<file path="config.mk">
export PLATFORM = sky130hd
export DESIGN_NAME = irq_bank_ctrl
export DESIGN_NICKNAME = d
export VERILOG_FILES = /design/src/rtl/irq_bank_pkg.sv /design/src/rtl/irq_bank_regdec.sv /design/src/rtl/irq_bank_slice.sv /design/src/rtl/irq_bank_rdmux.sv /design/src/rtl/irq_bank_merge.sv /design/src/rtl/irq_bank_ctrl.sv
export SDC_FILE = /design/constraint.sdc
export NUM_CORES = 1
export LEC_CHECK = 0
export BUFFER_PORTS_ARGS = -buffer_cell sky130_fd_sc_hd__buf_2
export CORE_UTILIZATION = 25
export CTS_CLUSTER_SIZE = 24
export DETAILED_ROUTE_END_ITERATION = 6
export GPL_TIMING_DRIVEN = 1
export MAX_ROUTING_LAYER = met4
export SETUP_SLACK_MARGIN = 0.4
export SKIP_LAST_GASP = 1
export SYNTH_ARGS = -nofsm -noshare
export SYNTH_HDL_FRONTEND = slang
export SYNTH_HIERARCHICAL = 1
export SYNTH_SLANG_ARGS = --single-unit
</file>
<file path="constraint.sdc">
create_clock -name clk -period 2.5 [get_ports clk]
set_input_delay 0.375 -clock clk [delete_from_list [all_inputs] [get_ports clk]]
set_output_delay 0.375 -clock clk [all_outputs]
set_load 0.05 [all_outputs]
</file>
<file path="src/rtl/irq_bank_pkg.sv">
package irq_bank_pkg;

  localparam int LINES   = 32;
  localparam int OFS_W   = 5;   // 32-byte stride per bank

  localparam logic [OFS_W-1:0] OFS_RAW  = 5'h00;
  localparam logic [OFS_W-1:0] OFS_MASK = 5'h04;
  localparam logic [OFS_W-1:0] OFS_SETM = 5'h08;
  localparam logic [OFS_W-1:0] OFS_CLRM = 5'h0C;
  localparam logic [OFS_W-1:0] OFS_PEND = 5'h10;

  typedef enum logic [2:0] {
    SEL_NONE,
    SEL_RAW,
    SEL_MASK,
    SEL_SETM,
    SEL_CLRM,
    SEL_PEND
  } reg_sel_e;

  function automatic reg_sel_e decode_ofs(input logic [OFS_W-1:0] ofs);
    case (ofs)
      OFS_RAW:  return SEL_RAW;
      OFS_MASK: return SEL_MASK;
      OFS_SETM: return SEL_SETM;
      OFS_CLRM: return SEL_CLRM;
      OFS_PEND: return SEL_PEND;
      default:  return SEL_NONE;
    endcase
  endfunction

endpackage

</file>
<file path="src/rtl/irq_bank_regdec.sv">
module irq_bank_regdec
  import irq_bank_pkg::*;
#(
  parameter int NUM_BANKS = 2,
  parameter int ADDR_W    = 8
) (
  input  logic [ADDR_W-1:0]    addr,
  output logic [NUM_BANKS-1:0] bank_hit,
  output reg_sel_e             sel
);
  localparam int BANK_IDX_W = ADDR_W - OFS_W;

  logic [BANK_IDX_W-1:0] bank_idx;
  assign bank_idx = addr[ADDR_W-1:OFS_W];

  for (genvar b = 0; b < NUM_BANKS; b++) begin : g_hit
    assign bank_hit[b] = (bank_idx == BANK_IDX_W'(b));
  end

  always_comb begin
    if (|bank_hit) sel = decode_ofs(addr[OFS_W-1:0]);
    else           sel = SEL_NONE;
  end
endmodule

</file>
<file path="src/rtl/irq_bank_slice.sv">
module irq_bank_slice
  import irq_bank_pkg::*;
(
  input  logic             clk,
  input  logic             rst,
  input  logic [LINES-1:0] lines,
  input  logic             set_we,
  input  logic             clr_we,
  input  logic [LINES-1:0] wdata,
  output logic [LINES-1:0] mask_q,
  output logic [LINES-1:0] pend
);
  logic [LINES-1:0] set_bits;
  logic [LINES-1:0] clr_bits;

  assign set_bits = set_we ? wdata : '0;
  assign clr_bits = clr_we ? wdata : '0;

  always_ff @(posedge clk) begin
    if (rst) mask_q <= '1;
    else     mask_q <= (mask_q | set_bits) & ~clr_bits;
  end

  assign pend = lines & ~mask_q;
endmodule

</file>
<file path="src/rtl/irq_bank_rdmux.sv">
module irq_bank_rdmux
  import irq_bank_pkg::*;
#(
  parameter int NUM_BANKS = 2
) (
  input  logic                         clk,
  input  logic                         rst,
  input  logic                         rd_en,
  input  logic [NUM_BANKS-1:0]         bank_hit,
  input  reg_sel_e                     sel,
  input  logic [NUM_BANKS*LINES-1:0]   raw_flat,
  input  logic [NUM_BANKS*LINES-1:0]   mask_flat,
  input  logic [NUM_BANKS*LINES-1:0]   pend_flat,
  output logic [LINES-1:0]             rd_data
);
  logic [LINES-1:0] rd_next;

  always_comb begin
    rd_next = '0;
    for (int b = 0; b < NUM_BANKS; b++) begin
      if (bank_hit[b]) begin
        case (sel)
          SEL_RAW:  rd_next = rd_next | raw_flat [b*LINES +: LINES];
          SEL_MASK: rd_next = rd_next | mask_flat[b*LINES +: LINES];
          SEL_PEND: rd_next = rd_next | pend_flat[b*LINES +: LINES];
          default:  rd_next = rd_next;
        endcase
      end
    end
  end

  always_ff @(posedge clk) begin
    if (rst || !rd_en) rd_data <= '0;
    else               rd_data <= rd_next;
  end
endmodule

</file>
<file path="src/rtl/irq_bank_merge.sv">
module irq_bank_merge
  import irq_bank_pkg::*;
#(
  parameter int NUM_BANKS = 2
) (
  input  logic                       clk,
  input  logic                       rst,
  input  logic [NUM_BANKS*LINES-1:0] pend_flat,
  output logic                       irq_q
);
  logic [NUM_BANKS-1:0] bank_any;

  for (genvar b = 0; b < NUM_BANKS; b++) begin : g_any
    assign bank_any[b] = |pend_flat[b*LINES +: LINES];
  end

  always_ff @(posedge clk) begin
    if (rst) irq_q <= 1'b0;
    else     irq_q <= |bank_any;
  end
endmodule

</file>
<file path="src/rtl/irq_bank_ctrl.sv">
module irq_bank_ctrl
  import irq_bank_pkg::*;
#(
  parameter int NUM_BANKS = 2,
  parameter int ADDR_W    = 8
) (
  input  logic                       clk,
  input  logic                       rst,
  input  logic [NUM_BANKS*32-1:0]    irq_in,
  input  logic [ADDR_W-1:0]          addr,
  input  logic                       wr_en,
  input  logic [31:0]                wr_data,
  input  logic                       rd_en,
  output logic [31:0]                rd_data,
  output logic                       irq_out
);
  localparam int TOTAL = NUM_BANKS * LINES;

  logic [NUM_BANKS-1:0] bank_hit;
  reg_sel_e             sel;
  logic [TOTAL-1:0]     mask_arr;
  logic [TOTAL-1:0]     pend_arr;

  irq_bank_regdec #(.NUM_BANKS(NUM_BANKS), .ADDR_W(ADDR_W)) u_dec (
    .addr     (addr),
    .bank_hit (bank_hit),
    .sel      (sel)
  );

  for (genvar b = 0; b < NUM_BANKS; b++) begin : g_bank
    logic set_we;
    logic clr_we;
    assign set_we = wr_en && bank_hit[b] && (sel == SEL_SETM);
    assign clr_we = wr_en && bank_hit[b] && (sel == SEL_CLRM);

    irq_bank_slice u_slice (
      .clk    (clk),
      .rst    (rst),
      .lines  (irq_in[b*LINES +: LINES]),
      .set_we (set_we),
      .clr_we (clr_we),
      .wdata  (wr_data),
      .mask_q (mask_arr[b*LINES +: LINES]),
      .pend   (pend_arr[b*LINES +: LINES])
    );
  end

  irq_bank_rdmux #(.NUM_BANKS(NUM_BANKS)) u_rd (
    .clk       (clk),
    .rst       (rst),
    .rd_en     (rd_en),
    .bank_hit  (bank_hit),
    .sel       (sel),
    .raw_flat  (irq_in),
    .mask_flat (mask_arr),
    .pend_flat (pend_arr),
    .rd_data   (rd_data)
  );

  irq_bank_merge #(.NUM_BANKS(NUM_BANKS)) u_merge (
    .clk       (clk),
    .rst       (rst),
    .pend_flat (pend_arr),
    .irq_q     (irq_out)
  );
endmodule

</file>
==> flow_results.xml <==
<?xml version="1.0" encoding="UTF-8"?>
<metrics>
  <group name="pwr">
    <metric name="worst_ir_drop_vdd" unit="V">0.000251</metric>
    <metric name="p_sw" unit="mW">0.856</metric>
    <metric name="sw_frac_of_total" unit="">0.259</metric>
    <metric name="power_frac_clock" unit="">0.444</metric>
    <metric name="cell_internal_pwr" unit="mW">2.45</metric>
    <metric name="power_share_of_the_sequential_group" unit="">0.468</metric>
    <metric name="share_comb_of_total_power" unit="">0.089</metric>
    <metric name="powerDensity" unit="mW/mm2">451</metric>
    <metric name="power_leakage" unit="nW">2.77</metric>
  </group>
  <group name="synth">
    <metric name="ys_types" unit="">45</metric>
    <metric name="synthCells" unit="">597</metric>
    <metric name="syn_area_per_cell" unit="um2">9.22</metric>
    <metric name="synth_top_cells_by_area" unit="">dfxtp_1 35%, and3b_1 9.7%, a211oi_1 8.7%, a22oi_1 8.5%, a31oi_1 7.3%</metric>
    <metric name="synth_top_cell_area_share" unit="">0.353</metric>
    <metric name="synth_fp_nets" unit="">705</metric>
    <metric name="post_synth_instance_area" unit="mm2">0.00550</metric>
    <metric name="synth_largest_area_cell" unit="">dfxtp_1</metric>
    <metric name="yosys_register_bits" unit="">97</metric>
    <metric name="synth_seq_area_share" unit="">0.353</metric>
    <metric name="yosysWarningCount" unit="">6</metric>
  </group>
  <group name="drt">
    <metric name="remaining_drc_errors" unit="">0</metric>
    <metric name="avgViaCountPerCell" unit="">5.57</metric>
    <metric name="dr_total_vias" unit="">5725</metric>
    <metric name="antenna_left" unit="">0</metric>
    <metric name="drt_pass1_iterations" unit="">4</metric>
    <metric name="detail_route.iter0.violations" unit="">392</metric>
    <metric name="wl_per_cell" unit="um">21.3</metric>
    <metric name="routed_wire_length" unit="um">21900</metric>
  </group>
  <group name="floorplan">
    <metric name="initial_utilization" unit="">0.258</metric>
    <metric name="fp.dieH" unit="um">150</metric>
    <metric name="chipWidth" unit="um">150</metric>
    <metric name="core_region_area" unit="mm2">0.0213</metric>
    <metric name="io_pins" unit="">141</metric>
    <metric name="dieArea" unit="mm2">0.0226</metric>
    <metric name="placementRows" unit="">53</metric>
  </group>
  <group name="place">
    <metric name="placement.io_buffers" unit="">140</metric>
    <metric name="place_inst" unit="">994</metric>
    <metric name="dp_hpwl" unit="um">15200</metric>
    <metric name="gp_routability_congestion" unit="">0.843</metric>
  </group>
  <group name="worst_setup_path">
    <metric name="timing.critical_path.required" unit="ns">2.77</metric>
    <metric name="startpoint_type_of_the_worst_setup_path" unit="">input port</metric>
    <metric name="worstReg2RegStart" unit="">g_bank[0].u_slice/mask_q[17]</metric>
    <metric name="crit_arrival" unit="ns">2.43</metric>
    <metric name="setup.worst_path.start" unit="">addr[6]</metric>
    <metric name="critPathCaptureType" unit="">register</metric>
    <metric name="critical_path_peak_fanout" unit="">15</metric>
    <metric name="worstSetupPathType" unit="">in -&gt; reg</metric>
  </group>
  <group name="cts">
    <metric name="cts.htree.levels" unit="">3</metric>
    <metric name="clock_network_latency_to_the_later_pin_of_the_worst_skew_pair" unit="ns">0.36</metric>
    <metric name="cts_hold_buf" unit="">0</metric>
    <metric name="cts_root_buffer" unit="">clkbuf_16</metric>
    <metric name="cts-root-to-sink-buffers" unit="">2</metric>
    <metric name="clock_sink_count" unit="">97</metric>
    <metric name="cts_tree" unit="">built</metric>
    <metric name="worst_setup_hold_path_clk_slew" unit="ns">0.07</metric>
    <metric name="cts_buffers" unit="">9</metric>
  </group>
  <group name="cells_and_area">
    <metric name="layout-drive-gt1-share" unit="">0.340</metric>
    <metric name="syn2layout_area_growth" unit="%">33.2</metric>
    <metric name="fin_nets" unit="">851</metric>
    <metric name="instances_no_fill" unit="">1028</metric>
    <metric name="layout.filler_cells" unit="">2186</metric>
  </group>
  <group name="timing">
    <metric name="max_slew_margin" unit="">0.475</metric>
    <metric name="finalSetupViolCount" unit="">0</metric>
    <metric name="hold-worst-slack" unit="ns">0.257</metric>
    <metric name="timing_hold_violations_final" unit="">0</metric>
    <metric name="timing_max_transition_violations_final" unit="">0</metric>
    <metric name="rsz0062_at_grt" unit="">yes</metric>
    <metric name="max_freq" unit="GHz">0.463</metric>
    <metric name="ratio_of_final_minimum_period_to_clock_period" unit="">0.865</metric>
    <metric name="skew" unit="ns">0.00326</metric>
    <metric name="timing_worst_slew_pin_value" unit="ns">0.787</metric>
    <metric name="min_period" unit="ns">2.16</metric>
  </group>
  <group name="outcome">
    <metric name="status" unit="">finished clean</metric>
  </group>
  <group name="min_path">
    <metric name="hp-class" unit="">in -&gt; reg</metric>
    <metric name="timing.hold.worst.start" unit="">wr_data[27]</metric>
  </group>
  <group name="flow_run">
    <metric name="max-cap-violations" unit="">0</metric>
  </group>
  <group name="global_route">
    <metric name="initial_antenna_violation_count" unit="">5</metric>
    <metric name="pin_count_of_the_biggest_net_entering_global_routing" unit="">33</metric>
    <metric name="all_layer_global_routing_usage" unit="">0.195</metric>
    <metric name="first_global_vias" unit="">5480</metric>
    <metric name="gr_overflow_total" unit="">0</metric>
    <metric name="first_pass_grt_wire_length" unit="um">31900</metric>
  </group>
</metrics>
## final timing paths
kind	endpoint	slack, ns	cells after the start
setup / recovery	u_rd/rd_data[0]	0.34	10
hold / removal	g_bank[0].u_slice/mask_q[27]	0.26	2
setup reg to reg	u_merge/irq_q	0.71	4
hold reg to reg	g_bank[0].u_slice/mask_q[26]	0.56	2
## state kept, by name, indices dropped and copies added, names as in the netlist
register               count
g_bank.u_slice/mask_q     64
u_rd/rd_data              32
u_merge/irq_q              1
## synthesized netlist by cell type, drive strengths merged
| master | count |
|---|---|
| and3b | 61 |
| xnor2 | 1 |
| nor3 | 2 |
| a221o | 1 |
| buf | 39 |
| o211ai | 1 |
| o21ai | 30 |
| or3b | 2 |
| a31oi | 64 |
| nand4b | 1 |
| a211oi | 65 |
| nand4bb | 1 |
| a21oi | 1 |
| a211o | 1 |
| inv | 4 |
| a22o | 1 |
| a221oi | 1 |
| or4 | 2 |
| and4bb | 2 |
| clkbuf | 25 |
| o41a | 1 |
| nor3b | 2 |
| nor4 | 16 |
| nor2b | 64 |
| nand4 | 4 |
| dfxtp | 97 |
| and4b | 1 |
| nand3b | 3 |
| nor4b | 1 |
| a22oi | 62 |
| nor2 | 5 |
| a2111oi | 1 |
| nand2 | 3 |
| o221ai | 30 |
| nand2b | 2 |
## timing repair
action                                  CTS  global route
cloned                                    2             3
pin swaps                                 4            15
buffers inserted                          4             4
resized for setup                        26            27
endpoints found under the setup margin   88            95
## cell type report
| cell class | instances | area [um2] | share of cell area |
|---|---|---|---|
| inverters | 4 | 15.0 | 0.00205 |
| clock inverters | 7 | 78.8 | 0.0108 |
| repair buffers | 199 | 1430 | 0.196 |
| well taps | 275 | 344 | 0.0470 |
| flip-flops and latches | 97 | 1940 | 0.265 |
| diodes | 5 | 12.5 | 0.00171 |
| clock buffers | 9 | 225 | 0.0307 |
| multi-input cells | 432 | 3280 | 0.447 |
## routing by layer
layer	up-vias	share of wire	track usage
met5	-	0	-
met4	0	0.026	0.0773
met3	38	0.069	0.0400
met2	239	0.46	0.302
met1	2737	0.45	0.246
li1	2711	-	-
## through the flow
| step | utilization | setup TNS [ns] | instance area (um2) | worst slack, ns | total power [mW] |
|---|---|---|---|---|---|
| finish | 0.344 | 0 | 7330 | 0.338 | 3.31 |
| floorplan | - | 0 | 5530 | 0.362 | 1.69 |
| CTS | 0.334 | 0 | 7100 | 0.359 | 3.32 |
| global route | 0.344 | 0 | 7330 | 0.272 | 3.40 |
| global placement | 0.311 | -0.211 | 6620 | -0.0293 | 1.86 |
| detailed placement | 0.311 | -1.90 | 6620 | -0.0796 | 1.86 |
## layout by cell type (no fill, tap or decap), types with 2 or more instances in the layout
cell type / Yosys / layout
buf_2: 14 / 138
dfxtp_1: 97 / 97
nor2b_1: 64 / 64
a31oi_1: 64 / 64
and3b_1: 61 / 60
a22oi_1: 62 / 53
a211oi_1: 64 / 51
buf_4: 1 / 33
o221ai_1: 30 / 30
o21ai_0: 21 / 19
nor4_1: 15 / 15
buf_12: 0 / 14
a211oi_2: 1 / 13
clkbuf_16: 0 / 11
o21ai_1: 9 / 11
buf_6: 23 / 9
a22oi_2: 0 / 9
diode_2: 0 / 5
nand4_1: 4 / 4
nand2_1: 3 / 3
nor2_4: 0 / 3
nand3b_1: 3 / 3
clkinvlp_4: 0 / 2
buf_8: 0 / 2
inv_2: 2 / 2
inv_1: 2 / 2
nand2b_1: 2 / 2
and4bb_2: 2 / 2
## kinds of logic after synthesis
family          Yosys count  share of synthesized area
xor+xnor                  1                    0.00159
simple gates            172                      0.229
buf+inv                  68                     0.0816
flops                    97                      0.353
compound gates          259                      0.335
## critical path: stages
cell      delay, ns
buf_6          0.09
or4_4          0.57
buf_6          0.15
a211oi_4       0.15
buf_6          0.15
buf_4          0.11
and4b_2        0.31
buf_12         0.19
a22oi_1        0.10
o221ai_1       0.22
## power by group through the flow
stage | Clock (mW) | Combinational (mW) | Sequential, mW
finish | 1.47 | 0.293 | 1.55
global route | 1.54 | 0.311 | 1.55
CTS | 1.49 | 0.285 | 1.55
detailed placement | 0 | 0.276 | 1.58
global placement | 0 | 0.273 | 1.58
floorplan | 0 | 0.108 | 1.59
No activity file was read; power rests on OpenSTA's default activity.
